$ cat src/rtl/cardmem_pkg.sv
package cardmem_pkg;

  typedef enum logic [1:0] {
    SQ_IDLE   = 2'd0,
    SQ_SETUP  = 2'd1,
    SQ_STROBE = 2'd2,
    SQ_HOLD   = 2'd3
  } seq_state_t;

  typedef enum logic [1:0] {
    BATT_GOOD = 2'd0,
    BATT_WARN = 2'd1,
    BATT_FAIL = 2'd2
  } batt_t;

endpackage

$ cat src/rtl/cardmem_lanes.sv
// Byte-lane steering: keeps the bytes of selected lanes in place and zeroes the others.
module cardmem_lanes #(
  parameter int LANE_W = 8,
  parameter int LANES  = 2,
  localparam int DATA_W = LANE_W * LANES
) (
  input  logic [LANES-1:0]  lane_sel,
  input  logic [DATA_W-1:0] data_in,
  output logic [DATA_W-1:0] data_out
);

  for (genvar g = 0; g < LANES; g++) begin : g_lane
    assign data_out[g*LANE_W +: LANE_W] = lane_sel[g] ? data_in[g*LANE_W +: LANE_W] : '0;
  end

endmodule

$ cat src/rtl/cardmem_status.sv
// Slot status: resynchronises the detect, battery and ready pins and decodes them.
module cardmem_status
  import cardmem_pkg::*;
#(
  parameter int SYNC_STAGES = 2
) (
  input  logic       clk,
  input  logic       rst,
  input  logic       cd1_n,
  input  logic       cd2_n,
  input  logic       bvd1,
  input  logic       bvd2,
  input  logic       ready_raw,
  output logic       present,
  output logic       misinserted,
  output logic [1:0] batt_state,
  output logic       ready_ok,
  output logic       status_change
);

  localparam int SW = 5;
  // bit order {ready, bvd2, bvd1, cd2_n, cd1_n}; reset value means empty slot, not ready
  localparam logic [SW-1:0] SYNC_RST = 5'b01111;

  logic [SW-1:0] raw;
  logic [SW-1:0] stage_q [SYNC_STAGES];
  logic [SW-1:0] pins_s;
  logic          present_d;
  logic          present_q, mis_q, ready_q, change_q;
  logic [1:0]    batt_q;

  assign raw = {ready_raw, bvd2, bvd1, cd2_n, cd1_n};

  always_ff @(posedge clk) begin
    if (rst) begin
      for (int i = 0; i < SYNC_STAGES; i++) stage_q[i] <= SYNC_RST;
    end else begin
      stage_q[0] <= raw;
      for (int i = 1; i < SYNC_STAGES; i++) stage_q[i] <= stage_q[i-1];
    end
  end

  assign pins_s    = stage_q[SYNC_STAGES-1];
  assign present_d = (pins_s[1:0] == 2'b00);

  always_ff @(posedge clk) begin
    if (rst) begin
      present_q <= 1'b0;
      mis_q     <= 1'b0;
      ready_q   <= 1'b0;
      change_q  <= 1'b0;
      batt_q    <= BATT_GOOD;
    end else begin
      present_q <= present_d;
      change_q  <= (present_d != present_q);
      mis_q     <= pins_s[0] ^ pins_s[1];
      ready_q   <= pins_s[4];
      case (pins_s[3:2])
        2'b11:   batt_q <= BATT_GOOD;
        2'b01:   batt_q <= BATT_WARN;
        default: batt_q <= BATT_FAIL;
      endcase
    end
  end

  assign present       = present_q;
  assign misinserted   = mis_q;
  assign ready_ok      = ready_q;
  assign status_change = change_q;
  assign batt_state    = batt_q;

  AST_PRESENT_EXCL: assert property (@(posedge clk) disable iff (rst)
    !(present_q && mis_q));
  AST_CHANGE_TRACKS: assert property (@(posedge clk) disable iff (rst)
    change_q |-> (present_q != $past(present_q)));
  AST_BATT_LEGAL: assert property (@(posedge clk) disable iff (rst)
    batt_q != 2'b11);

endmodule

$ cat src/rtl/cardmem_seq.sv
// Access sequencer: setup, strobe (minimum plus wait), hold, response.
module cardmem_seq
  import cardmem_pkg::*;
#(
  parameter int ADDR_W = 26,
  parameter int LANES  = 2,
  parameter int DATA_W = 16,
  parameter int CNT_W  = 4
) (
  input  logic              clk,
  input  logic              rst,
  input  logic              req_valid,
  input  logic              req_write,
  input  logic              req_attr,
  input  logic [ADDR_W-1:0] req_addr,
  input  logic [LANES-1:0]  req_lanes,
  input  logic [DATA_W-1:0] wdata_st,
  input  logic [CNT_W-1:0]  strobe_cycles,
  input  logic              present,
  input  logic              ready_ok,
  input  logic              wait_n,
  input  logic [DATA_W-1:0] rdata_st,
  output logic              req_accept,
  output logic              req_reject,
  output logic              rsp_valid,
  output logic [DATA_W-1:0] rsp_rdata,
  output logic              busy,
  output logic [ADDR_W-1:0] card_a,
  output logic [LANES-1:0]  ce_n,
  output logic              oe_n,
  output logic              we_n,
  output logic              reg_n,
  output logic [DATA_W-1:0] d_out,
  output logic              d_oe
);

  seq_state_t        state_q;
  logic [CNT_W-1:0]  cnt_q;
  logic              write_q;
  logic              accept_q, reject_q, rsp_q;
  logic [DATA_W-1:0] rdata_q, dout_q;
  logic [ADDR_W-1:0] addr_q;
  logic [LANES-1:0]  ce_n_q;
  logic              oe_n_q, we_n_q, reg_n_q, doe_q;

  always_ff @(posedge clk) begin
    if (rst) begin
      state_q  <= SQ_IDLE;
      cnt_q    <= '0;
      write_q  <= 1'b0;
      accept_q <= 1'b0;
      reject_q <= 1'b0;
      rsp_q    <= 1'b0;
      rdata_q  <= '0;
      dout_q   <= '0;
      addr_q   <= '0;
      ce_n_q   <= '1;
      oe_n_q   <= 1'b1;
      we_n_q   <= 1'b1;
      reg_n_q  <= 1'b1;
      doe_q    <= 1'b0;
    end else begin
      accept_q <= 1'b0;
      reject_q <= 1'b0;
      rsp_q    <= 1'b0;
      case (state_q)
        SQ_IDLE: begin
          if (req_valid) begin
            if (!present) begin
              reject_q <= 1'b1;
            end else if (ready_ok) begin
              accept_q <= 1'b1;
              addr_q   <= req_addr;
              ce_n_q   <= ~req_lanes;
              reg_n_q  <= ~req_attr;
              write_q  <= req_write;
              dout_q   <= req_write ? wdata_st : '0;
              doe_q    <= req_write;
              cnt_q    <= (strobe_cycles == '0) ? '0 : strobe_cycles - CNT_W'(1);
              state_q  <= SQ_SETUP;
            end
          end
        end
        SQ_SETUP: begin
          state_q <= SQ_STROBE;
          if (ce_n_q != '1) begin
            if (write_q) we_n_q <= 1'b0;
            else         oe_n_q <= 1'b0;
          end
        end
        SQ_STROBE: begin
          if (cnt_q != '0) begin
            cnt_q <= cnt_q - CNT_W'(1);
          end else if (wait_n) begin
            state_q <= SQ_HOLD;
            oe_n_q  <= 1'b1;
            we_n_q  <= 1'b1;
            rdata_q <= write_q ? '0 : rdata_st;
          end
        end
        default: begin
          state_q <= SQ_IDLE;
          ce_n_q  <= '1;
          reg_n_q <= 1'b1;
          doe_q   <= 1'b0;
          dout_q  <= '0;
          rsp_q   <= 1'b1;
        end
      endcase
    end
  end

  assign req_accept = accept_q;
  assign req_reject = reject_q;
  assign rsp_valid  = rsp_q;
  assign rsp_rdata  = rdata_q;
  assign busy       = (state_q != SQ_IDLE);
  assign card_a     = addr_q;
  assign ce_n       = ce_n_q;
  assign oe_n       = oe_n_q;
  assign we_n       = we_n_q;
  assign reg_n      = reg_n_q;
  assign d_out      = dout_q;
  assign d_oe       = doe_q;

  AST_SINGLE_STROBE: assert property (@(posedge clk) disable iff (rst)
    !(!oe_n_q && !we_n_q));
  AST_READ_NO_DRIVE: assert property (@(posedge clk) disable iff (rst)
    !oe_n_q |-> !doe_q);
  AST_STROBE_HAS_CE: assert property (@(posedge clk) disable iff (rst)
    (!oe_n_q || !we_n_q) |-> (ce_n_q != '1));
  AST_CE_STEADY: assert property (@(posedge clk) disable iff (rst)
    (!oe_n_q || !we_n_q) |-> $stable(ce_n_q));
  AST_SETUP_FIRST: assert property (@(posedge clk) disable iff (rst)
    ($fell(oe_n_q) || $fell(we_n_q)) |-> ($past(ce_n_q) != '1));
  AST_WAIT_RELEASE: assert property (@(posedge clk) disable iff (rst)
    ($rose(oe_n_q) || $rose(we_n_q)) |-> $past(wait_n));
  AST_REJECT_EXCL: assert property (@(posedge clk) disable iff (rst)
    req_reject |-> !req_accept);
  AST_ACCEPT_PULSE: assert property (@(posedge clk) disable iff (rst)
    req_accept |=> !req_accept);

endmodule

$ cat src/rtl/cardmem_host.sv
// Host controller for a 16-bit memory card slot.
module cardmem_host #(
  parameter int ADDR_W      = 26,
  parameter int LANE_W      = 8,
  parameter int CNT_W       = 4,
  parameter int SYNC_STAGES = 2
) (
  input  logic                 clk,
  input  logic                 rst,
  input  logic                 req_valid,
  input  logic                 req_write,
  input  logic                 req_attr,
  input  logic [ADDR_W-1:0]    req_addr,
  input  logic [1:0]           req_lanes,
  input  logic [2*LANE_W-1:0]  req_wdata,
  input  logic [CNT_W-1:0]     strobe_cycles,
  output logic                 req_accept,
  output logic                 req_reject,
  output logic                 rsp_valid,
  output logic [2*LANE_W-1:0]  rsp_rdata,
  output logic                 busy,
  output logic [ADDR_W-1:0]    card_a,
  output logic                 card_ce1_n,
  output logic                 card_ce2_n,
  output logic                 card_oe_n,
  output logic                 card_we_n,
  output logic                 card_reg_n,
  output logic [2*LANE_W-1:0]  card_d_out,
  output logic                 card_d_oe,
  input  logic [2*LANE_W-1:0]  card_d_in,
  input  logic                 card_wait_n,
  input  logic                 card_ready,
  input  logic                 card_cd1_n,
  input  logic                 card_cd2_n,
  input  logic                 card_bvd1,
  input  logic                 card_bvd2,
  output logic                 card_present,
  output logic                 card_misinserted,
  output logic [1:0]           batt_state,
  output logic                 status_change
);

  // two card enables fix the lane count
  localparam int LANES  = 2;
  localparam int DATA_W = LANES * LANE_W;

  logic [DATA_W-1:0] wdata_st, rdata_st;
  logic [LANES-1:0]  ce_n;
  logic              present, ready_ok;

  cardmem_status #(.SYNC_STAGES(SYNC_STAGES)) i_status (
    .clk          (clk),
    .rst          (rst),
    .cd1_n        (card_cd1_n),
    .cd2_n        (card_cd2_n),
    .bvd1         (card_bvd1),
    .bvd2         (card_bvd2),
    .ready_raw    (card_ready),
    .present      (present),
    .misinserted  (card_misinserted),
    .batt_state   (batt_state),
    .ready_ok     (ready_ok),
    .status_change(status_change)
  );

  cardmem_lanes #(.LANE_W(LANE_W), .LANES(LANES)) i_lanes_wr (
    .lane_sel(req_lanes),
    .data_in (req_wdata),
    .data_out(wdata_st)
  );

  cardmem_lanes #(.LANE_W(LANE_W), .LANES(LANES)) i_lanes_rd (
    .lane_sel(~ce_n),
    .data_in (card_d_in),
    .data_out(rdata_st)
  );

  cardmem_seq #(
    .ADDR_W(ADDR_W), .LANES(LANES), .DATA_W(DATA_W), .CNT_W(CNT_W)
  ) i_seq (
    .clk          (clk),
    .rst          (rst),
    .req_valid    (req_valid),
    .req_write    (req_write),
    .req_attr     (req_attr),
    .req_addr     (req_addr),
    .req_lanes    (req_lanes),
    .wdata_st     (wdata_st),
    .strobe_cycles(strobe_cycles),
    .present      (present),
    .ready_ok     (ready_ok),
    .wait_n       (card_wait_n),
    .rdata_st     (rdata_st),
    .req_accept   (req_accept),
    .req_reject   (req_reject),
    .rsp_valid    (rsp_valid),
    .rsp_rdata    (rsp_rdata),
    .busy         (busy),
    .card_a       (card_a),
    .ce_n         (ce_n),
    .oe_n         (card_oe_n),
    .we_n         (card_we_n),
    .reg_n        (card_reg_n),
    .d_out        (card_d_out),
    .d_oe         (card_d_oe)
  );

  assign card_ce1_n   = ce_n[0];
  assign card_ce2_n   = ce_n[1];
  assign card_present = present;

endmodule

$ cat config.mk
export PLATFORM = sky130hd
export DESIGN_NAME = cardmem_host
export DESIGN_NICKNAME = d
export VERILOG_FILES = /design/src/rtl/cardmem_pkg.sv /design/src/rtl/cardmem_lanes.sv /design/src/rtl/cardmem_status.sv /design/src/rtl/cardmem_seq.sv /design/src/rtl/cardmem_host.sv
export SDC_FILE = /design/constraint.sdc
export NUM_CORES = 1
export LEC_CHECK = 0
export ABC_AREA = 1
export BUFFER_PORTS_ARGS = -buffer_cell sky130_fd_sc_hd__buf_4
export CORE_MARGIN = 2
export CORE_UTILIZATION = 40
export DETAILED_ROUTE_END_ITERATION = 10
export HOLD_SLACK_MARGIN = 0.06
export PLACE_DENSITY_LB_ADDON = 0.08
export SYNTH_ARGS = -nofsm -noshare
export SYNTH_HDL_FRONTEND = slang
export SYNTH_HIERARCHICAL = 1
export SYNTH_SLANG_ARGS = --single-unit
$ cat constraint.sdc
create_clock -name clk -period 3 [get_ports clk]
set_input_delay 0.45 -clock clk [delete_from_list [all_inputs] [get_ports clk]]
set_output_delay 0.45 -clock clk [all_outputs]
set_load 0.005 [all_outputs]
==> results.txt <==
- Post-CTS repair changed the size of 0 cells.
- Net switching is 23.5% of the power.
- The die covers 0.0103 mm².
- In the final routing, the length of wire on met1 measures 4070 µm.
- Cell taking the most area after synthesis: sky130_fd_sc_hd__dfxtp_1
* Max-capacitance violation count: 0
* Part of the power in combinational logic: 6.7%
* Diodes inserted: 0
- For this run, the top clock speed supported by timing is between 0.5 and 0.6 GHz.
- The worst hold path belongs to the class in -> reg.
- No sink is reached through more buffers than the 2 on the longest clock path.
* Switching component of the power: 0.504 mW
* Final setup TNS: 0 ns
- The first detailed-routing pass took 5 iterations.
- The number of hold-slack violations in the final timing report came to 0.
* Drt first-iter violations: 117
* Final std cell area, no fill: 0.00506 mm²
* Num CTS Buffers: 9
- Number of antenna violations at the first check in global routing: 0
- Share of total power in sequential cells: 56.1%
- The root buffer cell chosen for the clock tree is sky130_fd_sc_hd__clkbuf_8.
- Die outline height: 101 µm
* Power density normalized to cell area: 424 mW/mm²
- In this run the horizontal extent of the chip is 101 µm.
* Final net count: 723
- Between clock sinks in the finished design, the worst skew comes to 0.0160 ns.
* Gr usage total: 18.1%
- The routed design could run at a clock period as short as 1.98 ns.
- Proportion of power drawn by the clock network: 37.2%
- For this run, the number of Yosys warnings is 6.
* Final period util: 65.9%
* Met2 layer wire length in the routed design: between 4000 and 5000 µm
- The internal portion of the total power is 1.64 mW.
* Worst Setup Path Type: reg -> reg
- Dividing the detail-routed wire length by the instance count gives around 12 µm.
- Top cell types by occurrence after synthesis: sky130_fd_sc_hd__nand2_1 (102), sky130_fd_sc_hd__dfxtp_1 (90), sky130_fd_sc_hd__nor2_1 (74)
* Vias in the first global route: 3292
* CTS H-tree depth: 3
* Share of the core filled with cells in the final layout: a little under three fifths
- The count of cells in the finished layout, fillers not included, comes to 756.
- Clock-pin slew of the registers on the worst-case setup and hold paths: 0.09 ns
- Synthesis produced a netlist with a net count of 591.
* CP Data Required Time: 3.21 ns
* Post-Route Hold Slack: around 0.28 ns
- The HPWL after detailed placement is 6500 µm.
* DR DRC count: 0
- Clock tree from TritonCTS: done
- First-pass GRT wire length: 14900 µm
* Most common cell in the synthesized netlist: sky130_fd_sc_hd__nand2_1
- Counting every instance in the synthesized netlist gives 508.
- Ranked by total cell area, the synthesized netlist is headed by sky130_fd_sc_hd__dfxtp_1 (48%), sky130_fd_sc_hd__nand2_1 (10%), sky130_fd_sc_hd__nor2_1 (7.3%).
* Aggregate routed wire length: 9230 µm
* Post-synthesis instance area: 0.00379 mm²
- For this configuration, the core starts out at a cell density of roughly 40%.
- Counting tap cells, the placed design contains a total of 740 instances.
* Combined area of the multi-input logic cells: ~0.0016 mm²
- Primary flip-flop cell chosen by synthesis mapping: sky130_fd_sc_hd__dfxtp_1
- Traced cell by cell, the critical path runs through inv_1 > ha_1 > nand2_1 > nand2_2 > nor2_4 > inv_2 > nand2_1 > a21oi_1.
- Setup violations remaining at the end of the flow were counted as 0.
- The later pin in the worst-skew pair is clocked with a latency of 0.35 ns.
- Of all flip-flops after synthesis, the portion carrying an async set or reset was 0%.
- Routability-driven placement finished with a final weighted congestion of about 0.75.
- Highest metal layer used by the detailed router: met4
- Cell at the slowest stage of the critical path: sky130_fd_sc_hd__dfxtp_1
- At the pin with the least slew margin, the transition time is slightly above 0.7 ns.
* Mean post-synth cell area: roughly 7.5 µm²
- Layout-stage area growth over the synthesis result: 33.6%
- Post-CTS setup-driven buffer insertion count: 0
- The worst setup path is launched from a register.
- Via total after detailed routing: 3577
* Setup WS post-layout: around 1 ns
* Most frequent cell on the critical path: sky130_fd_sc_hd__nand2_1
* Area after detailed placement: 0.00487 mm²
* Share of cells above drive strength 1: between 20 and 30%
- The tree built by TritonCTS fans out to 90 sinks.
* Worst voltage drop across the vdd grid: 334 µV
* Setup repair after global routing missed its margin: no
- Via-per-instance ratio: 4.73
- Largest fanout on the critical path: 22
- Yosys mapped the design onto 32 distinct sky130hd cell types.
* Pin count of the biggest net entering global routing: 54
* Total power of the final layout: 2.15 mW
- The total overflow left after global routing is 0.
- Post-place setup slack: 1.01 ns
- Fraction of post-synthesis cell area in the top cell type by area: 47.5%
* Number of input and output port buffers inserted: 147
* Core Rows: 35
- The run finished with clean final reports.
- Number of synthesized register bits: 90
- Fill cells in the final layout number 888.
- Yosys mapped a number of flops with a built-in enable equal to 0.
* Crit path max-delay family: simple AND/OR/NAND/NOR gates
* Placeable core region: ~0.0092 mm²
- STA classifies the critical path endpoint as a register.
- The worst pin sits at a relative slew slack of 51.7%.
- In this run the count of I/O pins placed on the die edge is 148.
- Across the whole layout, storage elements account for approximately 0.0018 mm².
- Once detail routing completed, the nets flagged for antenna violations numbered 0.
* Sequential-to-total area share from yosys stat: 47.5%
* Metal3 WL: 538 µm
- Max-slew violations: 0
- Hold buffers post-CTS: 0
- Buffering stage count on the worst path with inverters included: 2
- Critical path data arrival time: 2.19 ns
- On the worst path, the slowest cell contributes a delay of 0.39 ns.
- Summed over all cells, the static leakage comes to approximately 2.5 nW.
## path summary, 6_finish.rpt
path | start | endpoint | slack (ns) | depth (start not counted)
min | card_bvd1 | i_status/stage_q[0][2] | 0.28 | 2
min reg2reg | i_status/stage_q[0][8] | i_status/batt_state[0] | 0.40 | 1
max reg2reg | i_seq/state_q[1] | i_seq/d_out[5] | 1.02 | 8
max | i_seq/state_q[1] | i_seq/d_out[5] | 1.02 | 8
## routing by layer
layer | global-route usage [%] | vias up
li1 | - | 1862
met3 | 4.49 | 10
met4 | 7.17 | 0
met1 | 21.7 | 1594
met5 | 0 | -
met2 | 31.1 | 111
## power groups by stage
stage                     clock network (mW)  registers (mW)  logic, mW
after detailed placement                   0            1.23      0.144
after floorplan                            0            1.23     0.0555
after CTS                              0.834            1.21      0.145
after global routing                   0.881            1.21      0.160
after global placement                     0            1.23      0.143
final                                  0.798            1.21      0.144
## cells in the final DEF (no fill, tap or decap), drive strengths merged, types with 9 or more instances in the layout
cell type,instances
dfxtp,90
clkbuf,11
nor2,77
o21ai,33
buf,149
or2,9
inv,65
nand2,104
nand4,19
nand3,34
a21oi,36
## layout make-up
type                            count  area share, %
Inverter                           65           4.82
Sequential cell                    90           35.6
Timing Repair Buffer              149           22.1
Clock buffer                       11           2.99
Tap cell                          111           2.74
Clock inverter                      5          0.889
Multi-Input combinational cell    325           30.9
## state kept, by name (all words and copies together), names as in the netlist, 2 cells and up
name / flops
i_seq/d_out: 16
i_status/batt_state: 2
i_status/stage_q: 10
i_seq/rsp_rdata: 16
i_seq/ce_n: 2
i_seq/state_q: 2
i_seq/card_a: 26
i_seq/cnt_q: 4
## worst register-to-register path: stages (launching register included)
cell,delay (ns)
sky130_fd_sc_hd__dfxtp_1,0.39
sky130_fd_sc_hd__inv_1,0.11
sky130_fd_sc_hd__ha_1,0.26
sky130_fd_sc_hd__nand2_1,0.14
sky130_fd_sc_hd__nand2_2,0.08
sky130_fd_sc_hd__nor2_4,0.39
sky130_fd_sc_hd__inv_2,0.29
sky130_fd_sc_hd__nand2_1,0.12
sky130_fd_sc_hd__a21oi_1,0.07
## kinds of logic after synthesis
family | Yosys count | share of synthesized area [%]
DFF | 90 | 47.5
AOI/OAI and AO/OA | 72 | 9.77
adders and majority gates | 8 | 2.64
and+or+nand+nor | 245 | 28.9
buffers and inverters | 93 | 11.2
(Power assumes the default switching activity.)
